`src/rtl/cmp_timer8_pkg.sv`:
```
package cmp_timer8_pkg;

    localparam int CNT_W    = 8;
    localparam int NUM_TAPS = 4;
    localparam int ADDR_W   = 3;
    localparam int DATA_W   = 8;

    localparam logic [ADDR_W-1:0] ADR_CTRL = 3'd0;
    localparam logic [ADDR_W-1:0] ADR_STAT = 3'd1;
    localparam logic [ADDR_W-1:0] ADR_CNT  = 3'd2;
    localparam logic [ADDR_W-1:0] ADR_CMPA = 3'd3;
    localparam logic [ADDR_W-1:0] ADR_CMPB = 3'd4;

    localparam logic [2:0] CKS_STOP     = 3'd0;
    localparam logic [2:0] CKS_EXT_RISE = 3'd5;
    localparam logic [2:0] CKS_EXT_FALL = 3'd6;
    localparam logic [2:0] CKS_EXT_BOTH = 3'd7;

    typedef enum logic [1:0] {
        CLR_NONE = 2'd0,
        CLR_CMPA = 2'd1,
        CLR_CMPB = 2'd2,
        CLR_EXT  = 2'd3
    } clr_sel_e;

    typedef enum logic [1:0] {
        ACT_KEEP   = 2'd0,
        ACT_LOW    = 2'd1,
        ACT_HIGH   = 2'd2,
        ACT_TOGGLE = 2'd3
    } out_act_e;

    typedef struct packed {
        clr_sel_e   clr;
        logic [2:0] cks;
    } ctrl_t;

    typedef struct packed {
        out_act_e b;
        out_act_e a;
    } osel_t;

    typedef struct packed {
        logic cmfb;
        logic cmfa;
        logic ovf;
    } flags_t;

    function automatic logic apply_act(input out_act_e act, input logic cur);
        case (act)
            ACT_LOW:    return 1'b0;
            ACT_HIGH:   return 1'b1;
            ACT_TOGGLE: return ~cur;
            default:    return cur;
        endcase
    endfunction

endpackage

```
`src/rtl/ct8_clk_sel.sv`:
```
module ct8_clk_sel
    import cmp_timer8_pkg::*;
#(
    parameter int TAPS = NUM_TAPS
) (
    input  logic            clk,
    input  logic            rst,
    input  logic [2:0]      cks,
    input  logic [TAPS-1:0] tick_in,
    input  logic            ext_clk,
    output logic            cnt_en
);

    logic ext_q;
    logic ext_rise, ext_fall;

    always_ff @(posedge clk) begin
        if (rst) ext_q <= 1'b0;
        else     ext_q <= ext_clk;
    end

    assign ext_rise = ext_clk & ~ext_q;
    assign ext_fall = ~ext_clk & ext_q;

    always_comb begin
        cnt_en = 1'b0;
        case (cks)
            CKS_STOP:     cnt_en = 1'b0;
            CKS_EXT_RISE: cnt_en = ext_rise;
            CKS_EXT_FALL: cnt_en = ext_fall;
            CKS_EXT_BOTH: cnt_en = ext_rise | ext_fall;
            default: begin
                for (int i = 0; i < TAPS; i++) begin
                    if (cks == 3'(i + 1)) cnt_en = tick_in[i];
                end
            end
        endcase
    end

    // in both-edge mode any change of the sampled input is one count
    p_both_edges_r3: assert property (@(posedge clk) disable iff (rst)
        (cks == CKS_EXT_BOTH && ext_clk != ext_q) |-> cnt_en);

    // a stopped clock never enables the counter
    p_stop_r2: assert property (@(posedge clk) disable iff (rst)
        (cks == CKS_STOP) |-> !cnt_en);

endmodule

```
`src/rtl/ct8_counter.sv`:
```
module ct8_counter
    import cmp_timer8_pkg::*;
#(
    parameter int W = CNT_W
) (
    input  logic         clk,
    input  logic         rst,
    input  logic         standby,
    input  logic         wr_en,
    input  logic [W-1:0] wr_data,
    input  logic         inc_en,
    input  logic         clr_en,
    output logic [W-1:0] cnt,
    output logic         wrap
);

    localparam logic [W-1:0] CNT_MAX = '1;

    logic [W-1:0] cnt_q;

    always_ff @(posedge clk) begin
        if (rst || standby)  cnt_q <= '0;
        else if (wr_en)      cnt_q <= wr_data;
        else if (clr_en)     cnt_q <= '0;
        else if (inc_en)     cnt_q <= cnt_q + 1'b1;
    end

    assign cnt  = cnt_q;
    assign wrap = inc_en && !clr_en && !wr_en && !standby && (cnt_q == CNT_MAX);

    // CPU write wins over clear and increment
    p_cpu_wins_r12: assert property (@(posedge clk) disable iff (rst)
        (wr_en && !standby) |=> cnt_q == $past(wr_data));

    // a granted clear empties the counter
    p_clear_r5: assert property (@(posedge clk) disable iff (rst)
        (clr_en && !wr_en && !standby) |=> cnt_q == '0);

    // one enable, one step
    p_step_r2: assert property (@(posedge clk) disable iff (rst)
        (inc_en && !clr_en && !wr_en && !standby) |=> cnt_q == $past(cnt_q) + 1'b1);

    // standby returns the counter to zero
    p_standby_r1: assert property (@(posedge clk) disable iff (rst)
        standby |=> cnt_q == '0);

endmodule

```
`src/rtl/ct8_cmp_out.sv`:
```
module ct8_cmp_out
    import cmp_timer8_pkg::*;
#(
    parameter int W = CNT_W
) (
    input  logic         clk,
    input  logic         rst,
    input  logic [W-1:0] cnt,
    input  logic [W-1:0] cmp_a,
    input  logic [W-1:0] cmp_b,
    input  logic         wr_a,
    input  logic         wr_b,
    input  osel_t        osel,
    output logic         match_a,
    output logic         match_b,
    output logic         tmr_out
);

    logic ma_q, mb_q, out_q;
    logic ev_a, ev_b;
    logic out_after_a, out_next;

    assign match_a = (cnt == cmp_a) && !wr_a;
    assign match_b = (cnt == cmp_b) && !wr_b;
    assign ev_a    = match_a && !ma_q;
    assign ev_b    = match_b && !mb_q;

    always_comb begin
        out_after_a = ev_a ? apply_act(osel.a, out_q) : out_q;
        out_next    = ev_b ? apply_act(osel.b, out_after_a) : out_after_a;
    end

    always_ff @(posedge clk) begin
        if (rst) begin
            ma_q  <= 1'b0;
            mb_q  <= 1'b0;
            out_q <= 1'b0;
        end else begin
            ma_q  <= match_a;
            mb_q  <= match_b;
            out_q <= out_next;
        end
    end

    assign tmr_out = out_q;

    // no match onset, no output change
    p_idle_r9: assert property (@(posedge clk) disable iff (rst)
        (!ev_a && !ev_b) |=> $stable(out_q));

    // B onset driving high wins over any A action
    p_b_high_r10: assert property (@(posedge clk) disable iff (rst)
        (ev_b && osel.b == ACT_HIGH) |=> out_q);

    // B onset driving low wins over any A action
    p_b_low_r10: assert property (@(posedge clk) disable iff (rst)
        (ev_b && osel.b == ACT_LOW) |=> !out_q);

    // a lasting match does not retrigger
    p_once_r9: assert property (@(posedge clk) disable iff (rst)
        (ma_q && mb_q && match_a && match_b) |=> $stable(out_q));

endmodule

```
`src/rtl/ct8_flags.sv`:
```
module ct8_flags
    import cmp_timer8_pkg::*;
(
    input  logic   clk,
    input  logic   rst,
    input  flags_t set_i,
    input  logic   rd_i,
    input  logic   wr_i,
    input  flags_t wdata_i,
    output flags_t flags_o
);

    localparam int NF = $bits(flags_t);

    logic [NF-1:0] f_q, arm_q, f_next, arm_next, set_v, wd_v;

    assign set_v = set_i;
    assign wd_v  = wdata_i;

    always_comb begin
        f_next   = (f_q & ~({NF{wr_i}} & arm_q & ~wd_v)) | set_v;
        arm_next = arm_q;
        if (wr_i)      arm_next = '0;
        else if (rd_i) arm_next = arm_q | f_q;
    end

    always_ff @(posedge clk) begin
        if (rst) begin
            f_q   <= '0;
            arm_q <= '0;
        end else begin
            f_q   <= f_next;
            arm_q <= arm_next;
        end
    end

    assign flags_o = f_q;

    // an event always leaves its flag set
    p_set_r7: assert property (@(posedge clk) disable iff (rst)
        (|set_v) |=> ((f_q & $past(set_v)) == $past(set_v)));

    // unarmed flags survive any status write
    p_keep_r11: assert property (@(posedge clk) disable iff (rst)
        wr_i |=> ((f_q & $past(f_q & ~arm_q)) == $past(f_q & ~arm_q)));

    // a flag never arms unless it was set
    p_arm_r11: assert property (@(posedge clk) disable iff (rst)
        ((arm_q & ~f_q) == '0));

endmodule

```
`src/rtl/cmp_timer8.sv`:
```
module cmp_timer8
    import cmp_timer8_pkg::*;
#(
    parameter int W    = CNT_W,
    parameter int TAPS = NUM_TAPS
) (
    input  logic              clk,
    input  logic              rst,
    input  logic              standby,
    input  logic [TAPS-1:0]   tick_in,
    input  logic              ext_clk,
    input  logic              ext_rst,
    input  logic              bus_cs,
    input  logic              bus_we,
    input  logic [ADDR_W-1:0] bus_addr,
    input  logic [W-1:0]      bus_wdata,
    output logic [W-1:0]      bus_rdata,
    output logic              tmr_out
);

    localparam int NF = $bits(flags_t);
    localparam int NC = $bits(ctrl_t);
    localparam int NO = $bits(osel_t);

    ctrl_t        ctrl_q;
    osel_t        osel_q;
    logic [W-1:0] cmp_a_q, cmp_b_q;
    logic         xrst_q, xrst_rise;

    logic wr_ctrl, wr_stat, rd_stat, wr_cnt, wr_a, wr_b;
    logic cnt_en, clr_en, wrap, match_a, match_b;
    logic [W-1:0] cnt;
    flags_t flags, flag_set, flag_wd;

    // bus decode
    always_comb begin
        wr_ctrl = bus_cs && bus_we  && (bus_addr == ADR_CTRL);
        wr_stat = bus_cs && bus_we  && (bus_addr == ADR_STAT);
        rd_stat = bus_cs && !bus_we && (bus_addr == ADR_STAT);
        wr_cnt  = bus_cs && bus_we  && (bus_addr == ADR_CNT);
        wr_a    = bus_cs && bus_we  && (bus_addr == ADR_CMPA);
        wr_b    = bus_cs && bus_we  && (bus_addr == ADR_CMPB);
    end

    // configuration and compare registers
    always_ff @(posedge clk) begin
        if (rst) begin
            ctrl_q <= '0;
            osel_q <= '0;
        end else begin
            if (wr_ctrl) ctrl_q <= ctrl_t'(bus_wdata[NC-1:0]);
            if (wr_stat) osel_q <= osel_t'(bus_wdata[NO-1:0]);
        end
    end

    always_ff @(posedge clk) begin
        if (rst || standby) begin
            cmp_a_q <= '1;
            cmp_b_q <= '1;
        end else begin
            if (wr_a) cmp_a_q <= bus_wdata;
            if (wr_b) cmp_b_q <= bus_wdata;
        end
    end

    always_ff @(posedge clk) begin
        if (rst) xrst_q <= 1'b0;
        else     xrst_q <= ext_rst;
    end
    assign xrst_rise = ext_rst && !xrst_q;

    always_comb begin
        case (ctrl_q.clr)
            CLR_CMPA: clr_en = match_a;
            CLR_CMPB: clr_en = match_b;
            CLR_EXT:  clr_en = xrst_rise;
            default:  clr_en = 1'b0;
        endcase
    end

    ct8_clk_sel #(.TAPS(TAPS)) u_clk_sel (
        .clk     (clk),
        .rst     (rst),
        .cks     (ctrl_q.cks),
        .tick_in (tick_in),
        .ext_clk (ext_clk),
        .cnt_en  (cnt_en)
    );

    ct8_counter #(.W(W)) u_counter (
        .clk     (clk),
        .rst     (rst),
        .standby (standby),
        .wr_en   (wr_cnt),
        .wr_data (bus_wdata),
        .inc_en  (cnt_en),
        .clr_en  (clr_en),
        .cnt     (cnt),
        .wrap    (wrap)
    );

    ct8_cmp_out #(.W(W)) u_cmp_out (
        .clk     (clk),
        .rst     (rst),
        .cnt     (cnt),
        .cmp_a   (cmp_a_q),
        .cmp_b   (cmp_b_q),
        .wr_a    (wr_a),
        .wr_b    (wr_b),
        .osel    (osel_q),
        .match_a (match_a),
        .match_b (match_b),
        .tmr_out (tmr_out)
    );

    always_comb begin
        flag_set.cmfb = match_b;
        flag_set.cmfa = match_a;
        flag_set.ovf  = wrap;
        flag_wd       = flags_t'(bus_wdata[W-1 -: NF]);
    end

    ct8_flags u_flags (
        .clk     (clk),
        .rst     (rst),
        .set_i   (flag_set),
        .rd_i    (rd_stat),
        .wr_i    (wr_stat),
        .wdata_i (flag_wd),
        .flags_o (flags)
    );

    // read mux
    always_comb begin
        bus_rdata = '0;
        if (bus_cs && !bus_we) begin
            case (bus_addr)
                ADR_CTRL: bus_rdata = W'(ctrl_q);
                ADR_STAT: bus_rdata = {flags, {(W-NF-NO){1'b0}}, osel_q};
                ADR_CNT:  bus_rdata = cnt;
                ADR_CMPA: bus_rdata = cmp_a_q;
                ADR_CMPB: bus_rdata = cmp_b_q;
                default:  bus_rdata = '0;
            endcase
        end
    end

    // external clear edge empties the counter when selected
    p_ext_clr_r6: assert property (@(posedge clk) disable iff (rst)
        (ctrl_q.clr == CLR_EXT && xrst_rise && !wr_cnt && !standby) |=> cnt == '0);

    // a compare register under write never clears the counter
    p_suppress_r8: assert property (@(posedge clk) disable iff (rst)
        (ctrl_q.clr == CLR_CMPA && wr_a && !cnt_en && !wr_cnt && !standby) |=> $stable(cnt));

    // standby restores the compare constants
    p_standby_r1: assert property (@(posedge clk) disable iff (rst)
        standby |=> (cmp_a_q == '1 && cmp_b_q == '1));

endmodule

```
`config.mk`:
```
export PLATFORM = sky130hd
export DESIGN_NAME = cmp_timer8
export DESIGN_NICKNAME = d
export VERILOG_FILES = /design/src/rtl/cmp_timer8_pkg.sv /design/src/rtl/ct8_clk_sel.sv /design/src/rtl/ct8_counter.sv /design/src/rtl/ct8_cmp_out.sv /design/src/rtl/ct8_flags.sv /design/src/rtl/cmp_timer8.sv
export SDC_FILE = /design/constraint.sdc
export NUM_CORES = 1
export LEC_CHECK = 0
export ABC_AREA = 1
export BUFFER_PORTS_ARGS = -buffer_cell sky130_fd_sc_hd__buf_2
export CORE_ASPECT_RATIO = 0.5
export CORE_UTILIZATION = 40
export DETAILED_ROUTE_END_ITERATION = 6
export SKIP_LAST_GASP = 1
export SLEW_MARGIN = 10
export SYNTH_ARGS = -nofsm -noshare
export SYNTH_HDL_FRONTEND = slang
export SYNTH_HIERARCHICAL = 1
export SYNTH_SLANG_ARGS = --single-unit
```
`constraint.sdc`:
```
create_clock -name clk -period 2.3 [get_ports clk]
set_clock_uncertainty 0.2 [all_clocks]
set_input_delay 0.115 -clock clk [delete_from_list [all_inputs] [get_ports clk]]
set_output_delay 0.115 -clock clk [all_outputs]
set_load 0.01 [all_outputs]
```
### Word level (Yosys, flattened, before mapping)

Index checks and enable logic that the tools add are counted.
Widths: inputs -> output; s select.

| cells by class | value |
|---|---|
| equal/unequal tests | 23 |
| multiplexer cells | 15 |
| add/subtract/negate cells | 1 |
| bitwise operators | 14 |
| reduce and logical (&&, ||, !) cells | 31 |

Operator list:

| operator | count |
|---|---|
| $pmux 8 s5 | 1 |
| $mux 8 | 4 |
| $logic_and 1x1->1 | 17 |
| $eq 8x8->1 | 2 |
| $eq 3x3->1 const B | 5 |
| $eq 2x2->1 const B | 6 |
| $eq 3x2->1 const B | 4 |
| $and 3x3->3 | 3 |
| $logic_not 1->1 | 9 |
| $pmux 1 s3 | 3 |
| $add 8x1->8 const B | 1 |
| $eq 8x8->1 const B | 1 |
| $eq 2x1->1 const B | 3 |
| $eq 3x1->1 const B | 2 |
| $logic_not 3->1 | 2 |
| $mux 1 | 6 |
| $not 3->3 | 2 |
| $or 3x3->3 | 2 |
| $not 1->1 | 4 |
| $pmux 1 s4 | 1 |
| $reduce_bool 3->1 | 1 |
| $and 1x1->1 | 2 |
| $reduce_or 2->1 | 1 |
| $logic_or 1x1->1 | 1 |
| $or 1x1->1 | 1 |

| storage, ports and cells | value |
|---|---|
| output and inout bits | 9 |
| register bits | 44 |
| word-level logic and storage cells | 98 |

### Longest topological paths before layout

Gate-level depths: netlist (run 1).

| logic depth | value |
|---|---|
| word-level depth | 11 |
| mapped depth | 19 |
| gate-level depth less buffers | 19 |

### Modules after synthesis

The synthesis (run 1) kept the hierarchy.

By module, submodules not included:

| module | sequential area each (um2) | cells an instance | area an instance (um2) | instances |
|---|---|---|---|---|
| cmp_timer8 | 520.5 | 200 | 1,400.1 | 1 |
| ct8_counter | 160.2 | 73 | 525.5 | 1 |
| ct8_cmp_out | 60.1 | 94 | 485.5 | 1 |
| ct8_flags | 120.1 | 34 | 239.0 | 1 |
| ct8_clk_sel | 20.0 | 28 | 146.4 | 1 |

### Worst setup path after synthesis (run 1)

No wires, ideal clock.

| timing path | value |
|---|---|
| path kind | input -> register |
| from | in bus_we |
| to | reg u_counter.cnt_q[0] (netlist: u_counter/cnt[0]) |
| required time | 2.030 ns |
| cell stages on the path | 19 |
| arrival time | 1.918 ns |
| setup slack | 0.112 ns |
| path through | nand2_2 -> inv_1 -> nand3_4 -> clkinv_2 -> inv_1 -> nand2_1 -> nor2_1 -> nand2_1 -> nor2_2 -> nand2_2 -> inv_2 -> o22ai_1 -> nor2_1 -> nor2_8 -> inv_4 -> nor2_8 -> inv_4 -> o21ai_1 -> a21oi_1 |

| on the way | value |
|---|---|
| word-level cells in the longest chain between the ends | 7 |
| elaborated cells between the ends (all ways) | 12 |

Ends and longest elaborated chain:

| item | RTL line | source |
|---|---|---|
| start: declaration | cmp_timer8.sv:14 | `input logic bus_we,` |
| $logic_and 1x1->1 * (2 in a row) | cmp_timer8.sv:42 | `wr_b = bus_cs && bus_we && (bus_addr == ADR_CMPB);` |
| via wr_b | cmp_timer8.sv:30 | `logic wr_ctrl, wr_stat, rd_stat, wr_cnt, wr_a, wr_b;` |
| $logic_not 1->1 * | ct8_cmp_out.sv:24 | `assign match_b = (cnt == cmp_b) && !wr_b;` |
| $logic_and 1x1->1 * | ct8_cmp_out.sv:24 |  |
| via match_b | cmp_timer8.sv:31 | `logic cnt_en, clr_en, wrap, match_a, match_b;` |
| $pmux 1 s3 * | cmp_timer8.sv:73 | `case (ctrl_q.clr)` |
| via clr_en | cmp_timer8.sv:31 |  |
| $mux 8 | ct8_counter.sv:24 | `else if (clr_en) cnt_q <= '0;` |
| $mux 8 | ct8_counter.sv:23 | `else if (wr_en) cnt_q <= wr_data;` |
| end signal: assignment | ct8_counter.sv:23 |  |
| end signal: assignment | ct8_counter.sv:25 | `else if (inc_en) cnt_q <= cnt_q + 1'b1;` |
| end: declaration | ct8_counter.sv:19 | `logic [W-1:0] cnt_q;` |

The timed path passes the listed nets; every way through them passes the cells marked *.
A chain may end at the register's enable or synchronous reset.

### Worst setup path in the final report (run 1)

| timing path | value |
|---|---|
| from | reg u_counter.cnt_q[2] (netlist: u_counter/cnt[2]) |
| to | reg u_counter.cnt_q[2] (netlist: u_counter/cnt[2]) |

| on the way | value |
|---|---|
| word-level cells in the longest chain between the ends | 5 |
| elaborated cells between the ends (all ways) | 10 |

Ends and longest elaborated chain:

| item | RTL line |
|---|---|
| $eq 8x8->1 * | ct8_cmp_out.sv:24 |
| $logic_and 1x1->1 * | ct8_cmp_out.sv:24 |
| via match_b | cmp_timer8.sv:31 |
| $pmux 1 s3 * | cmp_timer8.sv:73 |
| via clr_en | cmp_timer8.sv:31 |
| $mux 8 | ct8_counter.sv:24 |
| $mux 8 | ct8_counter.sv:23 |

The timed path passes the listed nets; every way through them passes the cells marked *. The select of a mux whose other input is x is not followed.

==> results of run 1 <==
[cells by family (layout without fill, tap and decap cells)]
logic type | count (synthesis) | after routing
and+or+nand+nor | 237 | 237
buffers and inverters | 80 | 154
AOI/OAI and AO/OA | 60 | 60
DFF | 44 | 44
xor gates and xnor gates | 5 | 5
adders and majority gates | 3 | 3
[where the power goes]
group,switching (W),internal [W],total (W)
logic,0.000131,0.0000806,0.000212
registers,0.00000859,0.000770,0.000779
clock network,0.000303,0.000511,0.000814
total,0.000442,0.00136,0.00180
[tightest hold or removal path: stages]
cell and delay (ns):
buf_2 0.13, nor3_4 0.07, nand3_1 0.06, a21oi_1 0.06
[per-layer routing]
metal	global-route usage, %	share of wire (%)	up-vias
li1	-	-	1526
met4	4.938	0.91	0
met3	5.278	9.7	7
met2	36.12	41	123
met5	0	0	-
met1	35.76	48	1334
[layout make-up]
class | instances | area [um2] | area share (%)
Multi-Input combinational cell | 305 | 1585 | 44.64
Sequential cell | 44 | 893.4 | 25.16
Timing Repair Buffer | 75 | 520.5 | 14.66
Inverter | 71 | 272.8 | 7.681
Clock buffer | 6 | 128.9 | 3.629
Tap cell | 92 | 115.1 | 3.242
Clock inverter | 2 | 35.03 | 0.9866
[synthesized netlist by cell type (all sizes together)]
library cell	count	share of area, %
xnor2	2	0.63
nor3	2	0.94
a21oi	23	4.3
inv	70	9.6
nor4	2	0.45
xor2	3	0.94
nand3	55	12
o211ai	8	2.1
o22ai	1	0.22
dfxtp	44	31
nand4	11	2.5
nor2	54	10
a22oi	2	0.54
or2	1	0.22
buf	9	2.8
o21bai	2	0.54
nand2	112	15
o21ai	24	4.4
clkinv	1	0.18
ha	3	1.3
[registers in the layout (all words and copies together), names as in the netlist]
name / cells
cmp_a_q: 8
cmp_b_q: 8
ctrl_q: 5
osel_q: 4
u_clk_sel/ext_q: 1
u_cmp_out/ma_q: 1
u_cmp_out/mb_q: 1
u_cmp_out/tmr_out: 1
u_counter/cnt: 8
u_flags/arm_q: 3
u_flags/flags_o: 3
xrst_q: 1
[final timing paths]
path / from / endpoint / slack, ns / depth (start not counted)
worst max-delay path: u_counter/cnt[2]$_SDFFE_PP0P_ / u_counter/cnt[2]$_SDFFE_PP0P_ / 0.10 / 13
worst min-delay path: bus_addr[2] / ctrl_q[1]$_SDFFE_PP0P_ / 0.009 / 4
worst max register to register: u_counter/cnt[2]$_SDFFE_PP0P_ / u_counter/cnt[2]$_SDFFE_PP0P_ / 0.10 / 13
worst min register to register: u_flags/flags_o[0]$_SDFF_PP0_ / u_flags/flags_o[0]$_SDFF_PP0_ / 0.28 / 2
[repair_timing]
action,CTS,global route
setup buffers,0,1
hold endpoints to repair,27,0
resized for setup,0,14
hold buffers,13,0
endpoints found under the setup margin,0,9
[metrics by stage]
step / instances / worst slack [ns] / setup TNS, ns
floorplan: 429 / 0.1123 / 0
global placement: 573 / 0.06066 / 0
detailed placement: 573 / 0.009037 / 0
CTS: 594 / 0.01592 / 0
global route: 595 / -0.03261 / -0.07951
finish: 595 / 0.1007 / 0
==> impl_metrics.json, run 1 <==
{
  "syn_to_final_growth_pct": 26.98,
  "syn_avg_cell_area_um2": 6.518,
  "synth_compound_area_share_pct": 12.13,
  "total_power_w": 0.001805,
  "synth_fa_ha_area_share_pct": 1.342,
  "p_per_area_nw_per_um2": 508.2,
  "final_common_cell": "nand2_1",
  "dp_hpwl_um": 6342,
  "critPathKind": "flop to flop",
  "syn_nets": 454,
  "worstSetupEndpointType": "flop",
  "synthMuxAreaShare_pct": 0,
  "final_area_um2": 3551,
  "drc": 0,
  "max_freq_ghz": 0.4547,
  "clk_pin_slew_ns": 0.07,
  "fin_crit_ns": 2.199,
  "drt_pass1_iterations": 6,
  "setup_viol": 0,
  "drt_iter0_drc": 241,
  "min_path_type": "input pin to flop",
  "synth.yosys.seq_area_share_pct": 31.50,
  "die-area_um2": 7350,
  "globalplace.congestion": 0.9362,
  "synthSimpleGateAreaFrac_pct": 40.94,
  "tightest_slew_ns": 0.5257,
  "synth-xor-area-share_pct": 1.566,
  "nets": 527,
  "worst_setup_path_start_kind": "flop",
  "grt_usage_pct": 24.18,
  "hold_slack_ns": 0.009352,
  "worstPathCellList": "xnor2_1 -> nand2_1 -> nor2_1 -> nand2_2 -> inv_2 -> o22ai_1 -> nor2_2 -> nor2_8 -> inv_4 -> nor2_8 -> buf_4 -> a21oi_1 -> a21oi_1",
  "crit_fanout": 5,
  "netlist_instances": 429,
  "finalCritPeriodShare_pct": 95.62,
  "syn_area_um2": 2796,
  "maxCapViolCount": 0,
  "start_util_pct": 41.57,
  "relSlewSlack_pct": 64.82,
  "mostFrequentLayoutCells": "nand2_1 (108), inv_1 (61), nand3_1 (50), nor2_1 (39), dfxtp_1 (36)",
  "cts_tree": "built",
  "antenna_cells": 0,
  "ios": 31,
  "worst-path-buf-inv": 3,
  "ys_ff_latch": 44,
  "numCtsBuffers": 5,
  "status": "finished clean",
  "max_stage_delay_ns": 0.43,
  "htree_levels": 2,
  "place_area_um2": 3223,
  "cp_top_family": "simple AND/OR/NAND/NOR gates",
  "rows": 21,
  "wl_um": 8351,
  "fillers": 686,
  "wire_per_inst_um": 14.04,
  "synth_top_family_by_area": "simple AND/OR/NAND/NOR gates",
  "cts-root-buf": "clkbuf_16",
  "peakVddDrop_mv": 0.2694,
  "drive_above_1_share_pct": 23.46,
  "vias_per_cell": 5.025,
  "die_height_um": 61.13,
  "synth.distinct_cells": 34,
  "grt_max_degree": 18,
  "finalMaxSlewViolations": 0,
  "yosys_warnings": 6,
  "port-buffer-count": 30,
  "overflow": 0,
  "grt_pass1_vias": 2492,
  "p_leak_nw": 1.753,
  "final_util_pct": 52.79,
  "final-hold-violation-count": 0,
  "coreArea_um2": 6726,
  "die_width_um": 120.2,
  "antenna_left": 0,
  "worstPathRequired_ns": 2.28,
  "via_count": 2990,
  "grt_first_pass_wirelength_um": 13220,
  "insertion_delay_ns": 0.29,
  "crit_arrival_ns": 2.18,
  "cts.sinks": 44,
  "cts_max_path_buffers": 2,
  "antenna_found_initial": 0,
  "crit_slowest_cell": "dfxtp_1"
}
Note: power is estimated with default switching activity, not from simulation.
==> inputs of run 2 (changes only) <==
--- a/config.mk
+++ b/config.mk
@@ -7,9 +7,10 @@
 export LEC_CHECK = 0
 export ABC_AREA = 1
 export BUFFER_PORTS_ARGS = -buffer_cell sky130_fd_sc_hd__buf_2
-export CORE_ASPECT_RATIO = 0.5
-export CORE_UTILIZATION = 40
+export CORE_ASPECT_RATIO = 0.75
+export CORE_UTILIZATION = 53
 export DETAILED_ROUTE_END_ITERATION = 6
+export PLACE_DENSITY = 0.76
 export SKIP_LAST_GASP = 1
 export SLEW_MARGIN = 10
 export SYNTH_ARGS = -nofsm -noshare
==> impl_metrics.json, run 2 (same netlist as run 1, synthesis figures left out) <==
{
  "final-hold-violation-count": 0,
  "crit_fanout": 3,
  "cts_max_path_buffers": 2,
  "maxCapViolCount": 0,
  "dp_hpwl_um": 6218,
  "nets": 521,
  "grt_usage_pct": 30.77,
  "critPathKind": "flop to flop",
  "globalplace.congestion": 0.9351,
  "final_area_um2": 3381,
  "max_freq_ghz": 0.4524,
  "numCtsBuffers": 5,
  "wire_per_inst_um": 14.55,
  "syn_to_final_growth_pct": 20.89,
  "cts_tree": "built",
  "dp_slack_ns": 0.06794,
  "finalMaxSlewViolations": 0,
  "grt_pass1_vias": 2624,
  "final_common_cell": "nand2_1",
  "mostFrequentLayoutCells": "nand2_1 (109), inv_1 (61), nand3_1 (50), nor2_1 (41), dfxtp_1 (41)",
  "clk_pin_slew_ns": 0.09,
  "peakVddDrop_mv": 0.2260,
  "drive_above_1_share_pct": 20.77,
  "worst_slack_ns": 0.08956,
  "place_area_um2": 3161,
  "status": "finished clean",
  "insertion_delay_ns": 0.30,
  "die_width_um": 85.88,
  "p_leak_nw": 1.687,
  "drc": 0,
  "min_path_type": "input pin to flop",
  "cts.sinks": 44,
  "antenna_cells": 0,
  "via_count": 3056,
  "fillers": 432,
  "setup_viol": 0,
  "overflow": 0,
  "r2r_setup_slack_ns": 0.09,
  "port-buffer-count": 30,
  "cts-root-buf": "clkbuf_8",
  "p_per_area_nw_per_um2": 431.3,
  "cts_setup_buffers": 0,
  "antenna_found_initial": 0,
  "rows": 22,
  "drt_pass1_iterations": 5,
  "worstSetupEndpointType": "flop",
  "drt_iter0_drc": 285,
  "ios": 31,
  "coreArea_um2": 4982,
  "antenna_left": 0,
  "die-area_um2": 5574,
  "relSlewSlack_pct": 58.02,
  "wl_um": 8263,
  "worst_setup_path_start_kind": "flop",
  "fin_crit_ns": 2.210,
  "grt_first_pass_wirelength_um": 12860,
  "crit_arrival_ns": 2.24,
  "die_height_um": 64.91,
  "finalCritPeriodShare_pct": 96.11,
  "holdPathStages": 5,
  "worstPathRequired_ns": 2.33,
  "tightest_slew_ns": 0.6245,
  "grt_setup_unrepaired": "yes",
  "start_util_pct": 56.13,
  "htree_levels": 2,
  "r2r_cells": 12,
  "vias_per_cell": 5.380,
  "grt_max_degree": 18
}
[run 2: cell types whose count changed in the layout (fill, tap and decap cells not counted), sizes merged]
| cell | change |
|---|---|
| bufinv | -1 |
| buf | -6 |
[run 2: what timing repair did]
item	4_1_cts	5_1_grt
hold buffers	13	0
setup endpoints to repair	0	9
endpoints found under the hold margin	34	0
gates resized for setup	0	5
[run 2: routing by layer]
layer	track usage [%]	up-vias	routed length (um)	part of all wire (%)
met5	0	-	0	0
met4	6.667	0	78	0.94
met3	8.917	11	902	11
met2	47.82	154	3575	43
met1	42.15	1383	3707	45
li1	-	1508	-	-
[run 2: path summary, 6_finish.rpt]
path                                        end                          start
hold / removal          cmp_b_q[2]$_SDFFE_PP1P_                    bus_addr[2]
hold reg to reg   u_flags/flags_o[1]$_SDFF_PP0_  u_flags/flags_o[1]$_SDFF_PP0_
setup reg to reg  u_flags/flags_o[0]$_SDFF_PP0_  u_counter/cnt[3]$_SDFFE_PP0P_
setup / recovery  u_flags/flags_o[0]$_SDFF_PP0_  u_counter/cnt[3]$_SDFFE_PP0P_
[run 2: layout make-up]
class	count	area, um2	share of cell area, %
repair buffers	69	475.5	14.06
flip-flops and latches	44	884.6	26.17
inverters	71	272.8	8.068
multi-input cells	305	1580	46.74
clock buffers	6	72.57	2.147
well taps	72	90.09	2.665
clock inverters	1	5.005	0.1480
[run 2: stage by stage]
step | setup TNS (ns) | instances | hold slack [ns] | power (W) | util [%]
after floorplan | 0 | 429 | -0.01593 | 0.0009027 | -
after global placement | 0 | 548 | 0.1270 | 0.0009799 | 63.44
after detailed placement | 0 | 548 | 0.1470 | 0.0009815 | 63.44
after CTS | 0 | 568 | 0.1408 | 0.001462 | 67.60
after global routing | -0.007169 | 568 | 0.1631 | 0.001525 | 67.86
final | 0 | 568 | 0.1492 | 0.001458 | 67.86
[run 2: power by group]
group	switching (W)	leakage, nW	internal [W]
logic	0.000129	1.29	0.0000783
clock network	0.000264	0.0410	0.000207
registers	0.00000919	0.358	0.000770
total	0.000403	1.69	0.00106
[run 2: worst max-delay path, cell delays in order (launching register included)]
cell	delay (ns)
dfxtp_1	0.40
inv_1	0.10
o211ai_1	0.25
nor2_2	0.09
nand2_2	0.09
inv_2	0.04
o22ai_1	0.17
nor2_2	0.10
nor2_8	0.13
inv_4	0.06
nor4_2	0.28
inv_1	0.08
a21oi_1	0.15
==> inputs of run 3 (changes only) <==
--- a/config.mk
+++ b/config.mk
@@ -6,11 +6,11 @@
 export NUM_CORES = 1
 export LEC_CHECK = 0
 export ABC_AREA = 1
-export BUFFER_PORTS_ARGS = -buffer_cell sky130_fd_sc_hd__buf_2
 export CORE_ASPECT_RATIO = 0.75
-export CORE_UTILIZATION = 53
+export CORE_UTILIZATION = 57
 export DETAILED_ROUTE_END_ITERATION = 6
-export PLACE_DENSITY = 0.76
+export DONT_BUFFER_PORTS = 1
+export PLACE_DENSITY = 0.75
 export SKIP_LAST_GASP = 1
 export SLEW_MARGIN = 10
 export SYNTH_ARGS = -nofsm -noshare
==> impl_metrics.json, run 3 (same netlist as run 1, synthesis figures left out) <==
{
  "status": "finished clean",
  "cts.sinks": 44,
  "p_leak_nw": 1.531,
  "worst_setup_path_start_kind": "flop",
  "stdcell_count": 523,
  "fin_crit_ns": 2.193,
  "numCtsBuffers": 5,
  "dp_cells": 494,
  "start_util_pct": 60.82,
  "power_frac_comb_pct": 11.6,
  "worstPathCellList": "xnor2_1 -> nand2_1 -> nor2_1 -> nand2_2 -> inv_2 -> o22ai_1 -> nor2_2 -> nor2_8 -> inv_4 -> nor2_8 -> a21oi_1 -> a21oi_1",
  "clk_pin_slew_ns": 0.08,
  "final_common_cell": "nand2_1",
  "worstPathRequired_ns": 2.28,
  "relSlewSlack_pct": 55.04,
  "dp_hpwl_um": 5878,
  "mostFrequentLayoutCells": "nand2_1 (109), inv_1 (61), nand3_1 (50), nor2_1 (40), dfxtp_1 (36)",
  "final-hold-violation-count": 0,
  "drt_pass1_iterations": 5,
  "die-area_um2": 5193,
  "antenna_left": 0,
  "max_stage_delay_ns": 0.40,
  "globalplace.congestion": 0.9674,
  "max_freq_ghz": 0.4560,
  "setup_viol": 0,
  "die_height_um": 62.66,
  "vias_per_cell": 5.704,
  "grt_max_degree": 18,
  "drc": 0,
  "critPathKind": "flop to flop",
  "drt_iter0_drc": 312,
  "finalMaxSlewViolations": 0,
  "grt_pass1_vias": 2713,
  "antenna_found_initial": 0,
  "ios": 31,
  "wire_per_inst_um": 15.39,
  "crit_slowest_cell": "dfxtp_1",
  "port-buffer-count": 0,
  "syn_to_final_growth_pct": 16.11,
  "htree_levels": 2,
  "maxCapViolCount": 0,
  "cts_tree": "built",
  "power.share.switching_pct": 26.06,
  "coreArea_um2": 4598,
  "die_width_um": 82.88,
  "nets": 490,
  "p_per_area_nw_per_um2": 448.0,
  "grt_first_pass_wirelength_um": 12950,
  "overflow": 0,
  "total_power_w": 0.001454,
  "cts-root-buf": "clkbuf_8",
  "p_int_w": 0.001075,
  "via_count": 2983,
  "antenna_cells": 0,
  "grt_usage_pct": 31.81,
  "final_util_pct": 70.61,
  "finalCritPeriodShare_pct": 95.35,
  "wl_um": 8048,
  "cts_max_path_buffers": 2,
  "crit_arrival_ns": 2.17,
  "sequentialPowerShare_pct": 53.5,
  "rows": 21,
  "tightest_slew_ns": 0.6723,
  "crit_fanout": 6,
  "worstSetupEndpointType": "flop",
  "min_path_type": "input pin to flop",
  "p_sw_w": 0.0003790,
  "drive_above_1_share_pct": 15.02,
  "grt_setup_unrepaired": "yes",
  "power.share.clock_pct": 34.8,
  "peakVddDrop_mv": 0.3630,
  "insertion_delay_ns": 0.30
}
==> run 3: cell types whose count changed in the layout (fill, tap and decap cells not counted), sizes merged <==
cell and delta:
buf -38, clkbuf +2, clkinv -1, dlygate4sd3 +7
==> run 3: power by group through the flow <==
stage               clock network [W]  logic [W]  registers [W]
floorplan                           0   0.000107       0.000796
finish                       0.000507   0.000169       0.000779
detailed placement                  0   0.000127       0.000797
CTS                          0.000506   0.000164       0.000779
global placement                    0   0.000125       0.000797
global route                 0.000547   0.000183       0.000780
==> run 3: metrics by stage <==
step | setup TNS (ns) | hold WS [ns] | setup WS, ns | instance area (um2)
3_5_place_dp | -0.3212 | -0.009883 | -0.05984 | 2924
5_1_grt | -0.02560 | 0.02823 | -0.02327 | 3247
2_1_floorplan | 0 | -0.01593 | 0.1123 | 2796
3_3_place_gp | 0 | -0.01432 | 0.004640 | 2924
6_report | 0 | 0.009008 | 0.1070 | 3247
4_1_cts | 0 | 0.003164 | 0.003661 | 3218
==> run 3: final timing paths <==
| path | start | endpoint | slack (ns) | cells after the start |
|---|---|---|---|---|
| worst min-delay path | bus_addr[2] | cmp_b_q[1]$_SDFFE_PP1P_ | 0.009 | 4 |
| worst min register to register | u_flags/flags_o[1]$_SDFF_PP0_ | u_flags/flags_o[1]$_SDFF_PP0_ | 0.28 | 2 |
| worst max-delay path | cmp_b_q[5]$_SDFFE_PP1P_ | u_counter/cnt[7]$_SDFFE_PP0P_ | 0.11 | 12 |
| worst max register to register | cmp_b_q[5]$_SDFFE_PP1P_ | u_counter/cnt[7]$_SDFFE_PP0P_ | 0.11 | 12 |
==> run 3: critical path, delay by kind of cell, from the launching register on <==
kind	cells	cell delay, ns
AND/OR/NAND/NOR	6	0.75
flip-flops	1	0.40
AO/OA/AOI/OAI	3	0.39
XOR/XNOR	1	0.17
buffers and inverters	2	0.17
==> run 3: layout make-up <==
type                       instances  area (um2)
inverter                          71       275.3
clock buffer                       8       90.09
sequential                        44       893.4
timing repair buffer              38       335.3
tap                               57       71.32
multi-input combinational        305        1582
fill                             409        1351
==> run 3: layer usage <==
metal | track usage, % | vias up | wire length [um]
met2 | 50.00 | 141 | 3484
met1 | 43.26 | 1371 | 3668
met5 | 0 | - | 0
met4 | 10.78 | 0 | 172
met3 | 7.001 | 18 | 723
li1 | - | 1453 | -
==> run 3: what timing repair did <==
action	in CTS	in global routing
pin swaps	0	2
setup endpoints to repair	9	9
hold endpoints to repair	44	0
buffers inserted	0	1
gates resized for setup	2	11
hold buffers	20	0
